## config.mk

```make
export PLATFORM = sky130hd
export DESIGN_NAME = gyro_rate_demod
export DESIGN_NICKNAME = d
export VERILOG_FILES = /design/src/rtl/gdm_pkg.sv /design/src/rtl/gdm_biquad.sv /design/src/rtl/gdm_phase_delay.sv /design/src/rtl/gdm_mixer.sv /design/src/rtl/gdm_cic_decim.sv /design/src/rtl/gyro_rate_demod.sv
export SDC_FILE = /design/constraint.sdc
export NUM_CORES = 2
export LEC_CHECK = 0
export ABC_AREA = 1
export BUFFER_PORTS_ARGS = -buffer_cell sky130_fd_sc_hd__buf_2
export CORE_AREA = 3 3 313 315
export CTS_CLUSTER_DIAMETER = 60
export DETAILED_ROUTE_END_ITERATION = 6
export DIE_AREA = 0 0 316 318
export PLACE_DENSITY = 0.64
export SLEW_MARGIN = 0
export SYNTH_ARGS = -nofsm -noshare
export SYNTH_HDL_FRONTEND = slang
export SYNTH_HIERARCHICAL = 1
export SYNTH_SLANG_ARGS = --single-unit
```

## constraint.sdc

```tcl
create_clock -name clk -period 11.9 [get_ports clk]
set_input_delay 0.595 -clock clk [delete_from_list [all_inputs] [get_ports clk]]
set_output_delay 0.595 -clock clk [all_outputs]
set_load 0.05 [all_outputs]
```

## src/rtl/gdm_pkg.sv

```systemverilog
package gdm_pkg;

  // Clamp a wide signed value into the signed range of w bits.
  function automatic logic signed [63:0] clip_s(input logic signed [63:0] v,
                                                 input int unsigned w);
    logic signed [63:0] hi;
    logic signed [63:0] lo;
    hi = (64'sd1 <<< (w - 1)) - 64'sd1;
    lo = -(64'sd1 <<< (w - 1));
    if (v > hi) return hi;
    if (v < lo) return lo;
    return v;
  endfunction

  // Bitstream symbol to arithmetic value.
  function automatic logic signed [63:0] bit_to_pm1(input logic b);
    return b ? 64'sd1 : -64'sd1;
  endfunction

endpackage

```

## src/rtl/gdm_biquad.sv

```systemverilog
module gdm_biquad import gdm_pkg::*; #(
  parameter int DW         = 10,
  parameter int POLE_SHIFT = 8
) (
  input  logic                 clk,
  input  logic                 rst,
  input  logic                 bit_in,
  output logic signed [DW-1:0] y
);

  localparam logic signed [DW-1:0] YMAX = {1'b0, {(DW-1){1'b1}}};
  localparam logic signed [DW-1:0] YMIN = {1'b1, {(DW-1){1'b0}}};

  logic signed [1:0]    xd1, xd2;
  logic signed [DW-1:0] yd2;
  logic signed [63:0]   acc, acc_c;
  logic                 sat_hi, sat_lo;

  // x[n] - x[n-2] - y[n-2] + floor(y[n-2] / 2^POLE_SHIFT)
  always_comb begin
    acc    = bit_to_pm1(bit_in) - 64'(xd2) - 64'(yd2) + (64'(yd2) >>> POLE_SHIFT);
    acc_c  = clip_s(acc, DW);
    sat_hi = acc > acc_c;
    sat_lo = acc < acc_c;
  end

  always_ff @(posedge clk) begin
    if (rst) begin
      xd1 <= '0;
      xd2 <= '0;
      y   <= '0;
      yd2 <= '0;
    end else begin
      xd1 <= bit_in ? 2'sd1 : -2'sd1;
      xd2 <= xd1;
      y   <= acc_c[DW-1:0];
      yd2 <= y;
    end
  end

  assert_sat_high_R3: assert property (@(posedge clk) disable iff (rst)
    sat_hi |=> (y == YMAX));
  assert_sat_low_R3: assert property (@(posedge clk) disable iff (rst)
    sat_lo |=> (y == YMIN));

endmodule

```

## src/rtl/gdm_phase_delay.sv

```systemverilog
module gdm_phase_delay #(
  parameter int DW = 10,
  parameter int SW = 5
) (
  input  logic                 clk,
  input  logic                 rst,
  input  logic signed [DW-1:0] din,
  input  logic [SW-1:0]        sel,
  output logic signed [DW-1:0] dout
);

  localparam int NT = 2 ** SW;

  logic signed [DW-1:0] taps [NT];
  logic [1:0]           warm;

  assign taps[0] = din;

  for (genvar k = 1; k < NT; k++) begin : g_stage
    logic signed [DW-1:0] q;
    always_ff @(posedge clk) begin
      if (rst) q <= '0;
      else     q <= taps[k-1];
    end
    assign taps[k] = q;
  end

  assign dout = taps[sel];

  always_ff @(posedge clk) begin
    if (rst)               warm <= '0;
    else if (warm != 2'd3) warm <= warm + 2'd1;
  end

  assert_tap_zero_R4: assert property (@(posedge clk) disable iff (rst)
    (sel == '0) |-> (dout == din));
  assert_tap_one_R4: assert property (@(posedge clk) disable iff (rst)
    (warm == 2'd3 && sel == SW'(1)) |-> (dout == $past(din)));

endmodule

```

## src/rtl/gdm_mixer.sv

```systemverilog
module gdm_mixer #(
  parameter int DW        = 10,
  parameter int MIX_SHIFT = 0,
  parameter int MW        = 2 * DW - MIX_SHIFT
) (
  input  logic                 clk,
  input  logic                 rst,
  input  logic signed [DW-1:0] a,
  input  logic signed [DW-1:0] b,
  output logic signed [MW-1:0] p
);

  logic signed [2*DW-1:0] full;
  logic signed [2*DW-1:0] scaled;

  always_comb begin
    full   = (2*DW)'(a) * (2*DW)'(b);
    scaled = full >>> MIX_SHIFT;
  end

  always_ff @(posedge clk) begin
    if (rst) p <= '0;
    else     p <= scaled[MW-1:0];
  end

  assert_mix_neg_R5: assert property (@(posedge clk) disable iff (rst)
    (a != '0 && b != '0 && (a[DW-1] ^ b[DW-1])) |=> p[MW-1]);
  assert_mix_pos_R5: assert property (@(posedge clk) disable iff (rst)
    (a[DW-1] == b[DW-1]) |=> !p[MW-1]);

endmodule

```

## src/rtl/gdm_cic_decim.sv

```systemverilog
module gdm_cic_decim import gdm_pkg::*; #(
  parameter int IW        = 20,
  parameter int RW        = 9,
  parameter int RMIN      = 16,
  parameter int RMAX      = 256,
  parameter int ORDER     = 3,
  parameter int OUT_SHIFT = 8,
  parameter int OW        = 24
) (
  input  logic                 clk,
  input  logic                 rst,
  input  logic signed [IW-1:0] din,
  input  logic [RW-1:0]        ratio_in,
  output logic                 valid,
  output logic signed [OW-1:0] dout
);

  localparam int CW = IW + ORDER * $clog2(RMAX);
  localparam int FW = $clog2(ORDER + 1);

  logic signed [CW-1:0] integ [ORDER];
  logic signed [CW-1:0] zdel  [ORDER];
  logic signed [CW-1:0] cmb   [ORDER+1];
  logic [RW-1:0]        cnt, ratio_q;
  logic [FW-1:0]        fill;
  logic                 tick;
  logic signed [63:0]   shaped;

  function automatic logic [RW-1:0] clamp_ratio(input logic [RW-1:0] r);
    if (r < RW'(RMIN)) return RW'(RMIN);
    if (r > RW'(RMAX)) return RW'(RMAX);
    return r;
  endfunction

  assign tick = (cnt == ratio_q - RW'(1));

  assign cmb[0] = integ[ORDER-1];
  for (genvar s = 0; s < ORDER; s++) begin : g_comb
    assign cmb[s+1] = cmb[s] - zdel[s];
  end

  assign shaped = clip_s(64'(cmb[ORDER]) >>> OUT_SHIFT, OW);

  always_ff @(posedge clk) begin
    if (rst) begin
      for (int s = 0; s < ORDER; s++) begin
        integ[s] <= '0;
        zdel[s]  <= '0;
      end
      cnt     <= '0;
      ratio_q <= clamp_ratio(ratio_in);
      fill    <= '0;
      valid   <= 1'b0;
      dout    <= '0;
    end else begin
      integ[0] <= integ[0] + CW'(din);
      for (int s = 1; s < ORDER; s++) integ[s] <= integ[s] + integ[s-1];
      if (tick) begin
        for (int s = 0; s < ORDER; s++) zdel[s] <= cmb[s];
        cnt     <= '0;
        ratio_q <= clamp_ratio(ratio_in);
        dout    <= shaped[OW-1:0];
        valid   <= (fill == FW'(ORDER));
        if (fill != FW'(ORDER)) fill <= fill + FW'(1);
      end else begin
        cnt   <= cnt + RW'(1);
        valid <= 1'b0;
      end
    end
  end

  assert_reset_quiet_R1: assert property (@(posedge clk)
    rst |=> (!valid && dout == '0));
  assert_count_in_period_R6: assert property (@(posedge clk) disable iff (rst)
    cnt < ratio_q);
  assert_ratio_hold_R7: assert property (@(posedge clk) disable iff (rst)
    !tick |=> $stable(ratio_q));
  assert_strobe_after_tick_R8: assert property (@(posedge clk) disable iff (rst)
    valid |-> $past(tick));
  assert_fill_suppress_R8: assert property (@(posedge clk) disable iff (rst)
    (tick && fill != FW'(ORDER)) |=> !valid);
  assert_single_strobe_R9: assert property (@(posedge clk) disable iff (rst)
    valid |=> !valid);

endmodule

```

## src/rtl/gyro_rate_demod.sv

```systemverilog
module gyro_rate_demod #(
  parameter int DW         = 10,
  parameter int POLE_SHIFT = 8,
  parameter int PHASE_BITS = 5,
  parameter int MIX_SHIFT  = 0,
  parameter int RATIO_MIN  = 16,
  parameter int RATIO_MAX  = 256,
  parameter int CIC_ORDER  = 3,
  parameter int OUT_SHIFT  = 8,
  parameter int OUT_W      = 24,
  localparam int MW        = 2 * DW - MIX_SHIFT,
  localparam int RW        = $clog2(RATIO_MAX + 1)
) (
  input  logic                    clk,
  input  logic                    rst,
  input  logic                    drive_bit,
  input  logic                    sense_bit,
  input  logic [PHASE_BITS-1:0]   phase_sel,
  input  logic [RW-1:0]           dec_ratio,
  output logic                    rate_valid,
  output logic signed [OUT_W-1:0] rate_word
);

  logic signed [DW-1:0] drive_filt;
  logic signed [DW-1:0] sense_filt;
  logic signed [DW-1:0] drive_ref;
  logic signed [MW-1:0] mix_out;

  gdm_biquad #(.DW(DW), .POLE_SHIFT(POLE_SHIFT)) u_bq_drive (
    .clk(clk), .rst(rst), .bit_in(drive_bit), .y(drive_filt));

  gdm_biquad #(.DW(DW), .POLE_SHIFT(POLE_SHIFT)) u_bq_sense (
    .clk(clk), .rst(rst), .bit_in(sense_bit), .y(sense_filt));

  gdm_phase_delay #(.DW(DW), .SW(PHASE_BITS)) u_phase (
    .clk(clk), .rst(rst), .din(drive_filt), .sel(phase_sel), .dout(drive_ref));

  gdm_mixer #(.DW(DW), .MIX_SHIFT(MIX_SHIFT), .MW(MW)) u_mix (
    .clk(clk), .rst(rst), .a(drive_ref), .b(sense_filt), .p(mix_out));

  gdm_cic_decim #(
    .IW(MW), .RW(RW), .RMIN(RATIO_MIN), .RMAX(RATIO_MAX),
    .ORDER(CIC_ORDER), .OUT_SHIFT(OUT_SHIFT), .OW(OUT_W)
  ) u_cic (
    .clk(clk), .rst(rst), .din(mix_out), .ratio_in(dec_ratio),
    .valid(rate_valid), .dout(rate_word));

endmodule

```

## Word-level counts from Yosys, hierarchy flattened

Memories as Yosys holds them, arrays and structs flattened.
Cells that the tools add are included.

| word-level totals | value |
|---|---|
| output and inout bits | 25 |
| bits in writable memories | 264 |
| bits in latches | 0 |
| input bits | 18 |
| bits in read-only memories | 0 |
| memories | 2 |
| register bits after elaboration | 413 |

Memories:

| name | words | bits a word | read ports | clocked after memory_dff | write ports | RTL line | source |
|---|---|---|---|---|---|---|---|
| u_cic.integ | 3 | 44 | 3 | 0 | 3 | gdm_cic_decim.sv:21 | `logic signed [CW-1:0] integ [ORDER];` |
| u_cic.zdel | 3 | 44 | 3 | 0 | 3 | gdm_cic_decim.sv:22 | `logic signed [CW-1:0] zdel [ORDER];` |

| operators by class | value |
|---|---|
| equal/unequal tests | 3 |
| multiplexer cells | 58 |
| reductions and logical operators | 4 |
| shifts and indexed selects | 0 |
| add/sub/neg operators | 15 |
| divide/modulo/power cells | 0 |
| bitwise logic cells | 8 |
| $mul | 1 |
| order comparisons | 9 |

Operator list:

| cell | count |
|---|---|
| 44-bit 2-to-1 mux | 6 |
| 44-bit subtractor | 3 |
| 64-bit by 2-bit adder with 64-bit output | 2 |
| 64-bit by 10-bit > comparator with 1-bit output, second input constant | 2 |
| 64-bit by 10-bit less-than comparator with 1-bit output, second input constant | 2 |
| 64-bit 2-to-1 mux | 2 |
| 64-bit by 10-bit subtractor with 64-bit output | 2 |
| 64-bit by 2-bit subtractor with 64-bit output | 2 |
| 10-bit 2-to-1 mux | 10 |
| 24-bit 2-to-1 mux | 4 |
| 44-bit adder | 2 |
| 9-bit 2-to-1 mux | 8 |
| 10-bit binary-select mux with 5-bit select | 1 |
| 44-bit by 20-bit adder with 44-bit output | 1 |
| 36-bit by 24-bit > comparator with 1-bit output, second input constant | 1 |
| 36-bit by 24-bit less-than comparator with 1-bit output, second input constant | 1 |
| 1-bit 2-to-1 mux | 25 |
| 10-bit by 10-bit multiplier with 20-bit output | 1 |
| 9-bit by 1-bit adder with 9-bit output, second input constant | 1 |
| 9-bit == test | 1 |
| 9-bit > comparator, second input constant | 1 |
| 9-bit by 5-bit less-than comparator with 1-bit output, second input constant | 1 |
| 9-bit by 1-bit subtractor with 9-bit output, second input constant | 1 |
| 6-bit >= comparator, second input constant | 1 |
| other kinds (10) | 17 |

## Longest topological paths before layout

| logic depth | value |
|---|---|
| word-level depth | 11 |
| gate-level depth with buffers | 47 |

## Cells and area by module

Netlist, hierarchy kept.

By module, submodules not included:

| module | times used | area each (um^2) | cells an instance | sequential area each (um^2) |
|---|---|---|---|---|
| gdm_cic_decim | 1 | 26989.6 | 3994 | 7597.3 |
| gdm_phase_delay | 1 | 11987.7 | 1725 | 6206.0 |
| gdm_mixer | 1 | 4848.4 | 649 | 400.4 |
| gdm_biquad at u_bq_drive | 1 | 2861.5 | 373 | 480.5 |
| gdm_biquad at u_bq_sense | 1 | 2840.2 | 353 | 480.5 |

## Worst setup path before layout

Ideal clock, no wire load.

| timing | value |
|---|---|
| path type | input to register |
| start point | in phase_sel[0] |
| end point | reg u_mix.p[17] |
| stages on the path | 31 |
| slack | 5920 ps |
| path buffers | 4 |
| arrival time | 5865 ps |
| path through | buf_6 inv_4 buf_12 buf_6 nand2_1 nand3_1 nand3_1 nand2_1 nand2_1 nand2_1 nand2_1 nand2_1 clkbuf_1 nand2_1 inv_1 fa_1 fa_1 inv_1 fa_1 inv_1 fa_1 inv_1 fa_1 inv_1 ha_1 nand2_2 nor2_1 inv_1 o21a_1 a21oi_1 nor2_1 |

| on the way | value |
|---|---|
| cells in the longest elaborated chain, start to end | 5 |

RTL lines:

| element | RTL line | source |
|---|---|---|
| start, declared | gyro_rate_demod.sv:18 | `input logic [PHASE_BITS-1:0] phase_sel,` |
| 5-bit inverter with 6-bit output (implied by the code) | gdm_phase_delay.sv:28 | `assign dout = taps[sel];` |
| 10-bit binary-select mux with 5-bit select | gdm_phase_delay.sv:28 |  |
| 10-bit 2-to-1 mux (implied by the code) (2 in a row) | gdm_phase_delay.sv:28 |  |
| net drive_ref[9] | gyro_rate_demod.sv:26 | `logic signed [DW-1:0] drive_ref;` |
| 10-bit by 10-bit multiplier with 20-bit output | gdm_mixer.sv:17 | `full = (2*DW)'(a) * (2*DW)'(b);` |
| end signal, assigned | gdm_mixer.sv:23 | `else p <= scaled[MW-1:0];` |
| end, declared | gdm_mixer.sv:10 | `output logic signed [MW-1:0] p` |

The timed path passes the listed nets, and every way through them passes these cells. The select of a mux whose other input is x is not followed.
A chain may end at the register's enable or synchronous reset.

==> impl_metrics.json <==
{
  "endpoint_kind": "flip-flop",
  "multi_input_area_um2": 28100,
  "syn_area_um2": 49500,
  "rsz0062_at_grt": "false",
  "fin_nets": 7622,
  "path_buf_inv": 2,
  "synth.top_cells.by_area": "dfxtp_1, nand2_1, inv_1",
  "pin_count": 43,
  "cts.clk_slew.worst_paths_ns": 0.06,
  "max-slew-margin-rel_pct": 31.0,
  "arrival_ns": 7.79,
  "syn_inst": 7094,
  "period_needed_ns": 7.19,
  "ys_seq_elements": 687,
  "grt.overflow.total": 0,
  "setup_viol": 0,
  "finalSetupTns_ns": 0,
  "status": "finished, final reports clean",
  "yosys.area.top_type": "dfxtp_1",
  "vias_per_cell": 5.05,
  "post-route-util_pct": 56.2,
  "crit_family": "simple AND/OR/NAND/NOR gates",
  "period_share_pct": 60.4,
  "synth-main-ff-cell": "dfxtp_1",
  "drt_iter0_drc": 2518,
  "final_cells": 8407,
  "port_buffers": 42,
  "dieArea_um2": 100000,
  "place_congestion": 0.950,
  "fin_worst_skew_ns": 0.0512,
  "synth_fp_nets": 7639,
  "grt_pass1_wl_um": 202000,
  "path_common_cell": "nand2_1",
  "cts_inserted_buffers": 83,
  "clk_latency_ns": 0.67,
  "final-max-slew-violation-count": 0,
  "antenna_found_initial": 1,
  "dieWidth_um": 316,
  "cts.sinks": 687,
  "grtUsageTotal_pct": 24.2,
  "clk_path_buf_depth": 3,
  "place_inst": 8257,
  "wl_per_cell_um": 14.4,
  "ys.warnings.count": 6,
  "ctsHoldBuffers": 0,
  "synth_top_area_share_pct": 22.1,
  "drtAntennaViolNets": 0,
  "via_count": 42500,
  "hold_viol": 0,
  "seq_area_um2": 15200,
  "fmax_ghz": 0.139,
  "ctsRootBufferMaster": "clkbuf_16",
  "max-cap-violations": 0,
  "drt_first_pass_iters": 5,
  "start_util_pct": 52.1,
  "syn2layout_area_growth_pct": 7.95,
  "cts_tree": "done",
  "die_h_um": 318,
  "antenna_cells": 0,
  "start_kind": "flip-flop",
  "cp_slowest_stage_delay_ns": 0.43,
  "dp_hpwl_um": 91200,
  "synth_edf_count": 141,
  "core-area_um2": 95200,
  "drc": 0,
  "synth-async-reset-ratio_pct": 0,
  "ys_types": 60,
  "tightest_slew_ns": 1.03,
  "hold_ws_ns": 0.154,
  "grt_max_degree": 103,
  "cts.repair.resized": 0,
  "postCtsSetupBuffers": 0,
  "wl_um": 121000,
  "avgSynthCellArea_um2": 6.98,
  "cts_htree_levels": 3,
  "ys_seq_area_share_pct": 30.6,
  "slowest_stage": "a21oi_1",
  "required_ns": 12.49,
  "critical_path_class": "reg2reg",
  "drive_above_1_share_pct": 5.80,
  "grt_pass1_vias": 41300,
  "n_fill_cell": 9408,
  "rows": 113,
  "path_max_fanout": 24,
  "hp-class": "in2reg"
}
==> layout by cell type (no fill, tap or decap), types with 60 or more instances in the layout <==
cell,synthesis,final
a21oi_1,504,504
clkbuf_16,0,87
dfxtp_1,546,546
edfxtp_1,141,141
fa_1,186,186
ha_1,341,341
inv_1,1373,1372
nand2_1,1585,1585
nand3_1,408,408
nor2_1,841,841
nor2_2,94,94
o21a_1,60,60
o21ai_0,252,252
xor2_1,97,97
==> kinds of logic (layout without fill, tap and decap cells) <==
group	after synthesis	in the layout	share of synthesized area (%)
AND/OR/NAND/NOR	3145	3145	26.7
flip-flops	687	687	30.6
AO/OA/AOI/OAI	1025	1025	11.5
adder cells (fa/ha/maj)	527	527	16.1
buffers and inverters	1574	1622	12.6
XOR/XNOR	136	136	2.42
==> worst register-to-register path: cells and delay by family (launching register included) <==
family,cells,cell delay [ns]
XOR/XNOR,2,0.44
buffers and inverters,2,0.12
adder cells (fa/ha/maj),4,1.38
flip-flops,1,0.34
AO/OA/AOI/OAI,7,1.66
AND/OR/NAND/NOR,24,3.22
==> metal layers <==
layer / wire length (um) / part of all wire (%) / track usage [%] / vias to the layer above
li1: - / - / - / 22200
met1: 58000 / 48 / 33.3 / 19300
met2: 54600 / 45 / 39.8 / 828
met3: 5170 / 4.3 / 2.75 / 205
met4: 3270 / 2.7 / 7.27 / 0
met5: 0 / 0 / 0 / -
==> final cells by class <==
cell class                      instances  share of cell area (%)
Sequential cell                       687                    28.4
Tap cell                             1265                    2.96
Clock inverter                         37                   0.924
Multi-Input combinational cell       4833                    52.6
Inverter                             1409                    9.92
Timing Repair Buffer                   63                   0.716
Clock buffer                          113                    4.50
==> stage by stage <==
step / instance area, um2 / worst slack, ns
5_1_grt: 53500 / 3.86
2_1_floorplan: 49500 / 5.92
6_report: 53500 / 4.71
3_3_place_gp: 50600 / 4.31
3_5_place_dp: 50600 / 4.23
4_1_cts: 53500 / 4.67
==> synthesized netlist by cell type (7+ instances only) <==
cell type / number
nand2_1: 1585
nand3b_1: 7
fa_1: 186
o21a_1: 60
a21boi_0: 9
nand4_1: 49
nor3_1: 50
buf_8: 10
buf_6: 15
o21ai_0: 252
nand2_2: 24
nand3_2: 7
xnor2_1: 38
a21oi_2: 14
a21oi_1: 504
xor2_1: 97
nor2_1: 841
inv_1: 1373
nand3_1: 408
inv_2: 26
nor2_4: 13
o211ai_1: 10
and3_1: 7
o31ai_1: 12
edfxtp_1: 141
a31oi_1: 24
clkbuf_1: 93
buf_2: 29
buf_4: 11
nand2_4: 7
a21o_1: 31
o21bai_1: 26
or2_2: 8
ha_1: 341
nor3b_1: 8
nor2_2: 94
nor4_1: 16
o21ai_1: 53
o2111ai_1: 11
dfxtp_1: 546
clkinv_1: 8
==> flip-flops by register name, indices dropped and copies added (netlist names) <==
signal / count
u_bq_sense/y: 10
u_cic/valid: 1
u_bq_drive/yd2: 10
u_bq_drive/xd2: 2
u_cic/dout: 24
u_cic/fill: 2
u_mix/p: 20
u_bq_sense/xd1: 2
u_bq_drive/y: 10
u_cic/cnt: 9
u_bq_drive/xd1: 2
u_bq_sense/xd2: 2
u_cic/integ: 132
u_cic/zdel: 132
u_cic/ratio_q: 9
u_bq_sense/yd2: 10
u_phase/g_stage.q: 310
==> worst paths after layout <==
path                                 start                              to  slack (ns)  cells after the start
min reg2reg   u_bq_sense/xd1[0]$_SDFF_PP0_    u_bq_sense/xd2[0]$_SDFF_PP0_        0.39                      2
max          u_cic/integ[0][88]$_SDFF_PP0_     u_cic/dout[13]$_SDFFE_PP0P_        4.71                     39
max reg2reg  u_cic/integ[0][88]$_SDFF_PP0_     u_cic/dout[13]$_SDFFE_PP0P_        4.71                     39
min                           dec_ratio[8]  u_cic/ratio_q[8]$_SDFFCE_PN0P_        0.15                      1
Power is left out: the tool's default activity adds up to more than one toggle a clock period on the data nets, which glitch-free logic cannot reach.
